--- config.mk ---
export PLATFORM = sky130hd
export DESIGN_NAME = irq_vector_ctrl
export DESIGN_NICKNAME = d
export VERILOG_FILES = /design/src/rtl/irq_vector_pkg.sv /design/src/rtl/irq_pending.sv /design/src/rtl/irq_prio.sv /design/src/rtl/irq_ack_unit.sv /design/src/rtl/irq_vector_ctrl.sv
export SDC_FILE = /design/constraint.sdc
export NUM_CORES = 1
export LEC_CHECK = 0
export BUFFER_PORTS_ARGS = -buffer_cell sky130_fd_sc_hd__buf_2
export CELL_PAD_IN_SITES_DETAIL_PLACEMENT = 0
export CELL_PAD_IN_SITES_GLOBAL_PLACEMENT = 1
export CORE_ASPECT_RATIO = 1.1
export CORE_MARGIN = 5
export CORE_UTILIZATION = 31
export CTS_BUF_LIST = sky130_fd_sc_hd__clkbuf_8
export DETAILED_ROUTE_END_ITERATION = 7
export GPL_ROUTABILITY_DRIVEN = 0
export GPL_TIMING_DRIVEN = 0
export PLACE_DENSITY_LB_ADDON = 0.1
export SETUP_SLACK_MARGIN = 0.3
export SLEW_MARGIN = 30
export SYNTH_ARGS = -nofsm -noshare
export SYNTH_HDL_FRONTEND = slang
export SYNTH_SLANG_ARGS = --single-unit
--- constraint.sdc ---
create_clock -name clk -period 1.2 [get_ports clk]
set_input_delay 0 -clock clk [delete_from_list [all_inputs] [get_ports clk]]
set_output_delay 0 -clock clk [all_outputs]
set_load 0.03 [all_outputs]
--- src/rtl/irq_vector_pkg.sv ---
package irq_vector_pkg;
   localparam int CODE_W = 2;

   typedef enum logic [CODE_W-1:0] {
      SRC_DMA2   = 2'd0,
      SRC_DMA1   = 2'd1,
      SRC_DMA0   = 2'd2,
      SRC_RASTER = 2'd3
   } src_code_e;

   // code for DMA channel idx: highest channel gets the smallest code
   function automatic logic [CODE_W-1:0] dma_code(input int idx, input int num_dma);
      return CODE_W'(num_dma - 1 - idx);
   endfunction
endpackage

--- src/rtl/irq_pending.sv ---
module irq_pending #(
   parameter int N_SRC = 4
) (
   input  logic             clk,
   input  logic             rst_n,
   input  logic [N_SRC-1:0] set_i,
   input  logic [N_SRC-1:0] clr_i,
   output logic [N_SRC-1:0] pend_o
);
   for (genvar i = 0; i < N_SRC; i++) begin : g_flag
      always_ff @(posedge clk) begin
         if (!rst_n)        pend_o[i] <= 1'b0;
         else if (set_i[i]) pend_o[i] <= 1'b1;
         else if (clr_i[i]) pend_o[i] <= 1'b0;
      end
   end
endmodule

--- src/rtl/irq_prio.sv ---
module irq_prio
   import irq_vector_pkg::*;
#(
   parameter int NUM_DMA = 3
) (
   input  logic [NUM_DMA-1:0] dma_pend_i,
   input  logic               raster_pend_i,
   output logic [NUM_DMA-1:0] dma_grant_o,
   output logic [CODE_W-1:0]  code_o
);
   // one-hot grant: a channel wins if no higher channel and no raster pending
   for (genvar i = 0; i < NUM_DMA; i++) begin : g_grant
      if (i == NUM_DMA - 1) begin : g_top
         assign dma_grant_o[i] = dma_pend_i[i] & ~raster_pend_i;
      end else begin : g_low
         assign dma_grant_o[i] = dma_pend_i[i] & ~raster_pend_i
                                 & ~(|dma_pend_i[NUM_DMA-1:i+1]);
      end
   end

   always_comb begin
      code_o = dma_code(0, NUM_DMA);   // empty fallback: lowest DMA channel
      for (int i = 0; i < NUM_DMA; i++) begin
         if (dma_grant_o[i]) code_o = dma_code(i, NUM_DMA);
      end
      if (raster_pend_i) code_o = SRC_RASTER;
   end
endmodule

--- src/rtl/irq_ack_unit.sv ---
module irq_ack_unit #(
   parameter int VEC_W = 8
) (
   input  logic             clk,
   input  logic             rst_n,
   input  logic             m1_n_i,
   input  logic             iorq_n_i,
   input  logic [VEC_W-1:0] vec_live_i,
   output logic             ack_start_o,
   output logic [VEC_W-1:0] vec_data_o,
   output logic             vec_oe_o
);
   logic             ack_now;
   logic             ack_q;
   logic [VEC_W-1:0] vec_q;

   assign ack_now     = ~m1_n_i & ~iorq_n_i;
   assign ack_start_o = ack_now & ~ack_q;

   always_ff @(posedge clk) begin
      if (!rst_n) begin
         ack_q <= 1'b0;
         vec_q <= '0;
      end else begin
         ack_q <= ack_now;
         if (ack_start_o) vec_q <= vec_live_i;
      end
   end

   assign vec_oe_o   = ack_now;
   assign vec_data_o = !ack_now ? '0 : (ack_q ? vec_q : vec_live_i);
endmodule

--- src/rtl/irq_vector_ctrl.sv ---
module irq_vector_ctrl
   import irq_vector_pkg::*;
#(
   parameter int NUM_DMA   = 3,
   parameter int DATA_W    = 8,
   parameter int ADDR_W    = 4,
   parameter int STAT_ADDR = 4,
   parameter int VREG_ADDR = 5
) (
   input  logic               clk,
   input  logic               rst_n,
   input  logic               line52_irq_i,
   input  logic               line_match_irq_i,
   input  logic [NUM_DMA-1:0] dma_irq_i,
   input  logic               reg_wr_i,
   input  logic [ADDR_W-1:0]  reg_addr_i,
   input  logic [DATA_W-1:0]  reg_wdata_i,
   input  logic [ADDR_W-1:0]  reg_rdaddr_i,
   output logic [DATA_W-1:0]  reg_rdata_o,
   input  logic               m1_n_i,
   input  logic               iorq_n_i,
   output logic [DATA_W-1:0]  vec_data_o,
   output logic               vec_oe_o,
   output logic               int_n_o
);
   localparam int N_SRC    = NUM_DMA + 1;
   localparam int RAS_BIT  = NUM_DMA;
   localparam int REC_BIT  = DATA_W - 1;
   localparam int BASE_LSB = CODE_W + 1;
   localparam logic [DATA_W-1:0] VREG_RST = DATA_W'(1);

   if (N_SRC > (1 << CODE_W)) begin : g_chk_src
      $error("irq_vector_ctrl: too many sources for the code field");
   end
   if (DATA_W <= BASE_LSB || REC_BIT <= RAS_BIT) begin : g_chk_w
      $error("irq_vector_ctrl: data width too small");
   end
   if (STAT_ADDR == VREG_ADDR || VREG_ADDR >= (1 << ADDR_W) || STAT_ADDR >= (1 << ADDR_W)) begin : g_chk_a
      $error("irq_vector_ctrl: bad register offsets");
   end

   logic [DATA_W-1:0]  vec_reg_q;
   logic               rec_q;
   logic [N_SRC-1:0]   pend_q;
   logic [N_SRC-1:0]   set_src;
   logic [N_SRC-1:0]   clr_src;
   logic [NUM_DMA-1:0] dma_grant;
   logic [CODE_W-1:0]  code;
   logic [DATA_W-1:0]  vec_live;
   logic               ack_start;
   logic               stat_wr;
   logic               vreg_wr;
   logic               raster_in;
   logic               hold_mode;

   assign raster_in = line52_irq_i | line_match_irq_i;
   assign stat_wr   = reg_wr_i && (reg_addr_i == ADDR_W'(STAT_ADDR));
   assign vreg_wr   = reg_wr_i && (reg_addr_i == ADDR_W'(VREG_ADDR));
   assign hold_mode = vec_reg_q[0];

   assign set_src = {raster_in, dma_irq_i};

   for (genvar i = 0; i < NUM_DMA; i++) begin : g_dma_clr
      assign clr_src[i] = (stat_wr & reg_wdata_i[i])
                          | (ack_start & dma_grant[i] & ~hold_mode);
   end
   assign clr_src[RAS_BIT] = (stat_wr & reg_wdata_i[RAS_BIT])
                             | (ack_start & pend_q[RAS_BIT]);

   irq_pending #(.N_SRC(N_SRC)) u_pend (
      .clk    (clk),
      .rst_n  (rst_n),
      .set_i  (set_src),
      .clr_i  (clr_src),
      .pend_o (pend_q)
   );

   irq_prio #(.NUM_DMA(NUM_DMA)) u_prio (
      .dma_pend_i    (pend_q[NUM_DMA-1:0]),
      .raster_pend_i (pend_q[RAS_BIT]),
      .dma_grant_o   (dma_grant),
      .code_o        (code)
   );

   assign vec_live = {vec_reg_q[DATA_W-1:BASE_LSB], code, 1'b0};

   irq_ack_unit #(.VEC_W(DATA_W)) u_ack (
      .clk         (clk),
      .rst_n       (rst_n),
      .m1_n_i      (m1_n_i),
      .iorq_n_i    (iorq_n_i),
      .vec_live_i  (vec_live),
      .ack_start_o (ack_start),
      .vec_data_o  (vec_data_o),
      .vec_oe_o    (vec_oe_o)
   );

   always_ff @(posedge clk) begin
      if (!rst_n) begin
         vec_reg_q <= VREG_RST;
         rec_q     <= 1'b0;
      end else begin
         if (vreg_wr) vec_reg_q <= reg_wdata_i;
         if (ack_start && pend_q[RAS_BIT])        rec_q <= 1'b1;
         else if (stat_wr && reg_wdata_i[REC_BIT]) rec_q <= 1'b0;
      end
   end

   always_comb begin
      reg_rdata_o = '0;
      if (reg_rdaddr_i == ADDR_W'(STAT_ADDR)) begin
         reg_rdata_o[N_SRC-1:0] = pend_q;
         reg_rdata_o[REC_BIT]   = rec_q;
      end else if (reg_rdaddr_i == ADDR_W'(VREG_ADDR)) begin
         reg_rdata_o = vec_reg_q;
      end
   end

   assign int_n_o = ~(|pend_q);
endmodule

# == Word level (Yosys, flattened, before mapping) ==
# Cells that the tools add are included.
# Widths: inputs -> output; s select.
# classes
n_reduce_logical,11
muxes,19
n_bitwise,31
n_eq_ne,4
# op_table
cell,count
$mux 8,3
$and 1x1->1,18
$eq 4x3->1 const B,4
$mux 1,11
$reduce_bool 2->1,5
$not 1->1,8
$mux 2,3
$or 1x1->1,5
$logic_and 1x1->1,4
$mux 4,1
$reduce_or 4->1,1
$mux 3,1
$reduce_or 2->1,1
# totals
ff_bits,21
output_inout_bits,18

# == Depth between registers and ports, before layout ==
# Gate-level depths: netlist of run 1.
# depth
depth_word,8
mapped_depth,5

# == Modules after synthesis ==
# From an unflattened synthesis of run 1, not the netlist that was laid out.
# unflattened
cells_unflattened,142
hier_area_um2,1286.2
# modules_own_cells
mod,cells_per_inst,n_inst,seq_area_each_um2,area_per_inst_um2
irq_vector_ctrl,66,1,180.2,565.5
irq_ack_unit,58,1,180.2,510.5
irq_pending,12,1,80.1,165.2
irq_prio,6,1,0.0,45.0

# == Least setup slack after synthesis of run 1 ==
# No wires, ideal clock.
# synth_timing
path_kind,register to output
from,reg u_pend.pend_o[3]
to,out int_n_o
path_slack_ps,-268
path_stages_with_launch,3
path_buffers,1
arrival_ps,1468
path_cell_list,dfxtp_1 -> clkbuf_1 -> nor4_1
# synth_between
elab_chain_len,2
# synth_lines
item,line,text
"start, declared",irq_pending.sv:8,output logic [N_SRC-1:0] pend_o
"start signal, assigned by index",irq_pending.sv:12,if (!rst_n) pend_o[i] <= 1'b0;
"start signal, assigned by index",irq_pending.sv:13,else if (set_i[i]) pend_o[i] <= 1'b1;
"start signal, assigned by index",irq_pending.sv:14,else if (clr_i[i]) pend_o[i] <= 1'b0;
$reduce_or 4->1,irq_vector_ctrl.sv:119,assign int_n_o = ~(|pend_q);
$not 1->1,irq_vector_ctrl.sv:119,
"end, declared",irq_vector_ctrl.sv:24,output logic int_n_o
# Every way passes these cells.

# == Final worst setup path of run 1 ==
# layout_timing
from,reg u_ack.ack_q
to,reg u_pend.pend_o[1]
# layout_between
elab_chain_len,6
# layout_lines
item,line,text
"start, declared",irq_ack_unit.sv:14,logic ack_q;
"start signal, assigned",irq_ack_unit.sv:25,ack_q <= ack_now;
$not 1->1,irq_ack_unit.sv:18,assign ack_start_o = ack_now & ~ack_q;
$and 1x1->1,irq_ack_unit.sv:18,
$and 1x1->1 (2 in a row),irq_vector_ctrl.sv:65,| (ack_start & dma_grant[i] & ~hold_mode);
$or 1x1->1,irq_vector_ctrl.sv:65,
$reduce_bool 2->1 (no source line),--,
# Every way passes these cells.
# A chain may end at the register's enable or synchronous reset.

==> results of run 1 <==
==> stage by stage <==
stage / util, % / setup TNS, ps / instances / total power (W) / instance area [um^2]
after floorplan: - / -57.79 / 143 / 0.0009217 / 1151
after global placement: 41.83 / -574.6 / 232 / 0.001015 / 1416
after detailed placement: 41.83 / -535.1 / 232 / 0.001018 / 1416
after CTS: 54.14 / -744.1 / 253 / 0.001563 / 1833
after global routing: 58.31 / -1401 / 258 / 0.001681 / 1974
final: 58.31 / -740.5 / 258 / 0.001615 / 1974
==> metal layers <==
metal  part of all wire [%]  GRT usage, %  vias up
met5                      0             0        -
met4                    1.7         6.757        0
met3                    4.4         1.858        5
met2                     49         24.45       35
met1                     45         20.09      594
li1                       -             -      626
==> repair_timing <==
action / 4_1_cts / 5_1_grt
endpoints found under the hold margin: 11 / 0
gates resized for setup: 66 / 26
cloned: 1 / 1
buffers inserted: 6 / 4
hold buffers: 10 / 0
pin swaps: 15 / 4
endpoints found under the setup margin: 29 / 29
==> placed cells by master, fill, tap and decap left out, types with 2 or more instances in the layout <==
master,instances
buf_2,26
buf_6,17
buf_4,14
dfxtp_1,11
dlygate4sd3_1,10
nor2_1,9
nor2_2,9
a21oi_1,9
nand3_1,9
o21ai_0,8
inv_1,7
nand2_1,7
mux2i_1,7
a21oi_2,7
dfxtp_2,7
nand2_4,6
clkbuf_1,4
and3_4,3
nor3_4,3
mux2i_2,3
clkbuf_8,3
dfxtp_4,3
inv_4,2
nand2b_1,2
o221a_2,2
nor3_1,2
==> critical path, cell delays in order, from the launching register on <==
cell and delay, ps:
dfxtp_2 330, buf_6 120, or3_4 320, buf_6 140, o41ai_2 200, a21oi_1 100
==> cell type report <==
cell class | instances | share of cell area [%]
clock inverter | 1 | 0.1901
buffer | 11 | 4.246
multi-input combinational | 102 | 39.92
inverter | 9 | 1.965
tap | 48 | 3.042
timing repair buffer | 63 | 26.24
sequential | 21 | 22.31
clock buffer | 3 | 2.091
==> report_power, final <==
group | internal (W) | total (W) | leakage [nW] | switching (W)
Clock | 0.000228 | 0.000466 | 0.0269 | 0.000238
Sequential | 0.000719 | 0.000748 | 0.175 | 0.0000297
Combinational | 0.000199 | 0.000400 | 0.605 | 0.000201
==> worst min path at each step <==
stage                    from      endpoint  slack, ps  cells after the start
2_1_floorplan           rst_n  vec_reg_q[0]         70                      1
3_3_place_gp            rst_n  vec_reg_q[0]        210                      2
3_5_place_dp            rst_n  vec_reg_q[0]        220                      2
4_1_cts        reg_wdata_i[1]  vec_reg_q[1]          2                      3
5_1_grt        reg_wdata_i[1]  vec_reg_q[1]         10                      3
6_report       reg_wdata_i[1]  vec_reg_q[1]          5                      3
==> state kept, by name, summed over array words and instances, names as in the netlist <==
register,count
rec_q,1
u_ack.vec_q,7
u_pend.pend_o,4
vec_reg_q,8
u_ack.ack_q,1
==> kinds of logic (layout without fill, tap and decap cells) <==
logic type             count (synthesis)  count (layout)  share of synthesized area [%]
AO/OA/AOI/OAI                         34              34                          19.18
buffers and inverters                 20              87                          8.966
flip-flops                            21              21                          38.14
multiplexers                          10              10                          9.081
other                                  1               1                         0.3402
AND/OR/NAND/NOR                       57              57                          24.29
==> results.cfg, run 1 <==
[detailed_routing]
num_vias = 1260
drc = 0
routedWlPerCell_um = 14.37
drtAntennaViolNets = 0
post_drt_via_cell_ratio = 4.884
drtPass1Iterations = 4
drt_iter0_drc = 32
wirelength_um = 3707

[outcome]
status = finished, violations left
violations = negative setup slack

[clock_tree]
cts_root_buf = clkbuf_8
clk_pin_slew_ps = 80
htree_levels = 1
clk-insertion-delay-late_ps = 260
cts_sinks = 21
clock_path_buffers = 2
cts_tree = yes
numCtsBuffers = 3

[finish]
area_delta_synth_final_pct = 79.11
seq_area_um2 = 440.4
antenna_cells = 0
nets = 237
fillers = 322
drive_gt1_share_pct = 54.76
multi_input_area_um2 = 788.3

[synth]
syn_nets = 169
yosysWarnings = 0
netlist_top_cells_count = 21 x dfxtp_1, 19 x nor2_1, 17 x a21oi_1
synthTopCellsByArea = dfxtp_1 38%, mux2i_1 9.1%, a21oi_1 7.7%, nor2_1 6.5%, nand2_1 4.4%
synth_top_area_share_pct = 38.14
syn_inst = 143
synth_edf_count = 0
syn_avg_cell_area_um2 = 7.708
synth_most_common_cell = dfxtp_1
syn_area_um2 = 1102
synth_largest_area_cell = dfxtp_1
ys_seq_area_share_pct = 38.14
synth_seq_cells = 21
synth_cell_type_count = 30
synth_flop_cell = dfxtp_1
ys_async_sr_fraction_pct = 0

[timing]
finalMaxSlewViolations = 0
finalSetupViolCount = 15
finalClockSkew_ps = 6.525
period_share_pct = 109.4
tightest_slew_ps = 588.8
timing.fmax_ghz = 0.7620
hold_slack_ps = 4.577
rsz0062_at_grt = yes
hold_viol_final = 0
worst_slack_ps = -112.4
layout_min_cycle_time_ps = 1312
relSlewSlack_pct = 60.75

[global_routing]
grt_pass1_wl_um = 5671
overflow = 0
antenna_found_initial = 0
grt_pass1_vias = 1214
global_route.usage.total_pct = 15.16
grt_max_degree = 12

[die]
rows = 22
io_pins = 44
die_y_um = 72.54
start_util_pct = 32.56
dieWidth_um = 66.86
coreArea_um2 = 3386
die_area_um2 = 4850

[placement]
dpl_worst_slack_ps = -202.2
dpl.hpwl_um = 2391
portBuffers = 41

[critical_path]
cp-endpoint = u_pend.pend_o[1]
r2r-start = u_ack.ack_q
end_kind = register
path_class = register to register
cp-start-kind = register
worstPathArrival_ps = 1470
required_ps = 1360
reg2reg_to = u_pend.pend_o[1]
rr_worst_depth = 5
setup.worst_path.start = u_ack.ack_q
crit_path_max_fanout = 5
r2r_slack_ps = -110

[flow_run]
maxCapViolations = 0

[worst_hold_path]
hold_path.class = input port to register

[pwr]
power.density_nw_per_um2 = 817.9
max-vdd-ir-drop_mv = 0.4500
leakage_nw = 0.8063
Power figures use the tool's default switching activity.
==> inputs of run 2 (changes only) <==
CORE_UTILIZATION = 30   (was 31)
CTS_BUF_LIST = default   (was sky130_fd_sc_hd__clkbuf_8)
==> results.cfg, run 2 (synthesis results as in run 1) <==
[outcome]
status = finished, violations left
violations = negative setup slack

[detailed_routing]
num_vias = 1213
wl_met2_um = 1601
drc = 0
drt_iter0_drc = 18
m1WireLength_um = 1600
top_layer_used = met4
drtPass1Iterations = 4
wl_met3_um = 194
routedWlPerCell_um = 13.25
post_drt_via_cell_ratio = 4.665
wirelength_um = 3444
drtAntennaViolNets = 0

[clock_tree]
clk_pin_slew_ps = 80
numCtsBuffers = 3
clk-insertion-delay-late_ps = 260
cts_tree = yes
htree_levels = 1
clock_path_buffers = 2
cts_sinks = 21
cts_root_buf = clkbuf_8

[worst_hold_path]
hold_path.class = input port to register

[global_routing]
global_route.usage.total_pct = 14.56
grt_pass1_wl_um = 5589
grt_pass1_vias = 1188
overflow = 0
grt_max_degree = 12
antenna_found_initial = 0

[timing]
hold_slack_ps = 3.063
rsz0062_at_grt = yes
period_share_pct = 110.0
finalSetupViolCount = 18
finalClockSkew_ps = 1.570
worst_slack_ps = -120.0
finalMaxSlewViolations = 0
tightest_slew_ps = 544.9
hold_viol_final = 0
relSlewSlack_pct = 63.67
layout_min_cycle_time_ps = 1320
timing.fmax_ghz = 0.7576
finalSetupTns_ps = -1218

[pwr]
total_power_w = 0.001606
power.density_nw_per_um2 = 824.2
max-vdd-ir-drop_mv = 0.5416
leakage_nw = 0.7848

[die]
start_util_pct = 30.64
io_pins = 44
coreArea_um2 = 3597
die_y_um = 73.58
dieWidth_um = 67.80
die_area_um2 = 4988
rows = 23

[finish]
antenna_cells = 0
top_regs = vec_reg_q (8), u_ack.vec_q (7), u_pend.pend_o (4)
mostFrequentLayoutCell = buf_2
mostFrequentLayoutCells = 25 x buf_2, 17 x buf_4, 14 x buf_6, 13 x a21oi_1, 12 x nand2_1
drive_gt1_share_pct = 52.38
regMostFlops = vec_reg_q
largest_reg_flops = 8
area_delta_synth_final_pct = 76.73
nets = 237

[placement]
dpl.hpwl_um = 2414
portBuffers = 41

[critical_path]
required_ps = 1360
crit_path_max_fanout = 6
path_class = register to register
end_kind = register
worstPathArrival_ps = 1480
cp-start-kind = register
r2r_slack_ps = -120

[flow_run]
maxCapViolations = 0
==> run 2: cell count changes in the layout (fill, tap and decap cells not counted), sizes merged <==
cell    change
inv         -1
clkbuf      +1
==> run 2: metrics by stage <==
stage                     instances  util (%)  setup slack [ps]  instance area, um^2
after floorplan                 143         -            -54.12                 1151
after global placement          234     39.44            -207.4                 1419
after detailed placement        234     39.44            -201.4                 1419
after CTS                       253     49.74            -128.4                 1789
after global routing            260     54.16            -191.4                 1948
final                           260     54.16            -120.0                 1948
==> run 2: path summary, 6_finish.rpt <==
path | startpoint | endpoint | cells after the start
setup / recovery | u_ack.ack_q | u_pend.pend_o[2] | 6
hold / removal | rst_n | u_pend.pend_o[0] | 2
setup reg to reg | u_ack.ack_q | u_pend.pend_o[2] | 6
hold reg to reg | u_ack.vec_q[4] | u_ack.vec_q[4] | 2
==> run 2: routing by layer <==
layer | vias up | global-route usage [%]
met5 | - | 0
met4 | 0 | 3.974
met3 | 7 | 2.599
met2 | 40 | 22.92
met1 | 537 | 20.34
li1 | 629 | -
==> run 2: area by class of cell <==
type | instances | area, um^2
multi-input cells | 102 | 782.0
inverters | 9 | 33.78
clock buffers | 4 | 45.04
fillers | 369 | 1649
well taps | 50 | 62.56
repair buffers | 63 | 499.2
plain buffers | 11 | 83.83
flip-flops and latches | 21 | 441.7
==> run 2: worst max-delay path, stage by stage (launching register included) <==
cell and delay (ps):
dfxtp_2 320, buf_6 120, buf_4 130, nor3_4 170, buf_6 160, a21oi_2 50
o221a_2 260
==> run 2: where the power goes <==
group / internal [W] / total [W] / switching, W
clock: 0.000237 / 0.000467 / 0.000231
combinational: 0.000195 / 0.000394 / 0.000200
sequential: 0.000718 / 0.000744 / 0.0000257
==> run 2: repair_timing <==
item,4_1_cts,5_1_grt
pin swaps,5,13
hold buffers,9,1
hold endpoints to repair,8,1
setup buffers,6,6
gates resized for setup,56,25
setup endpoints to repair,29,29
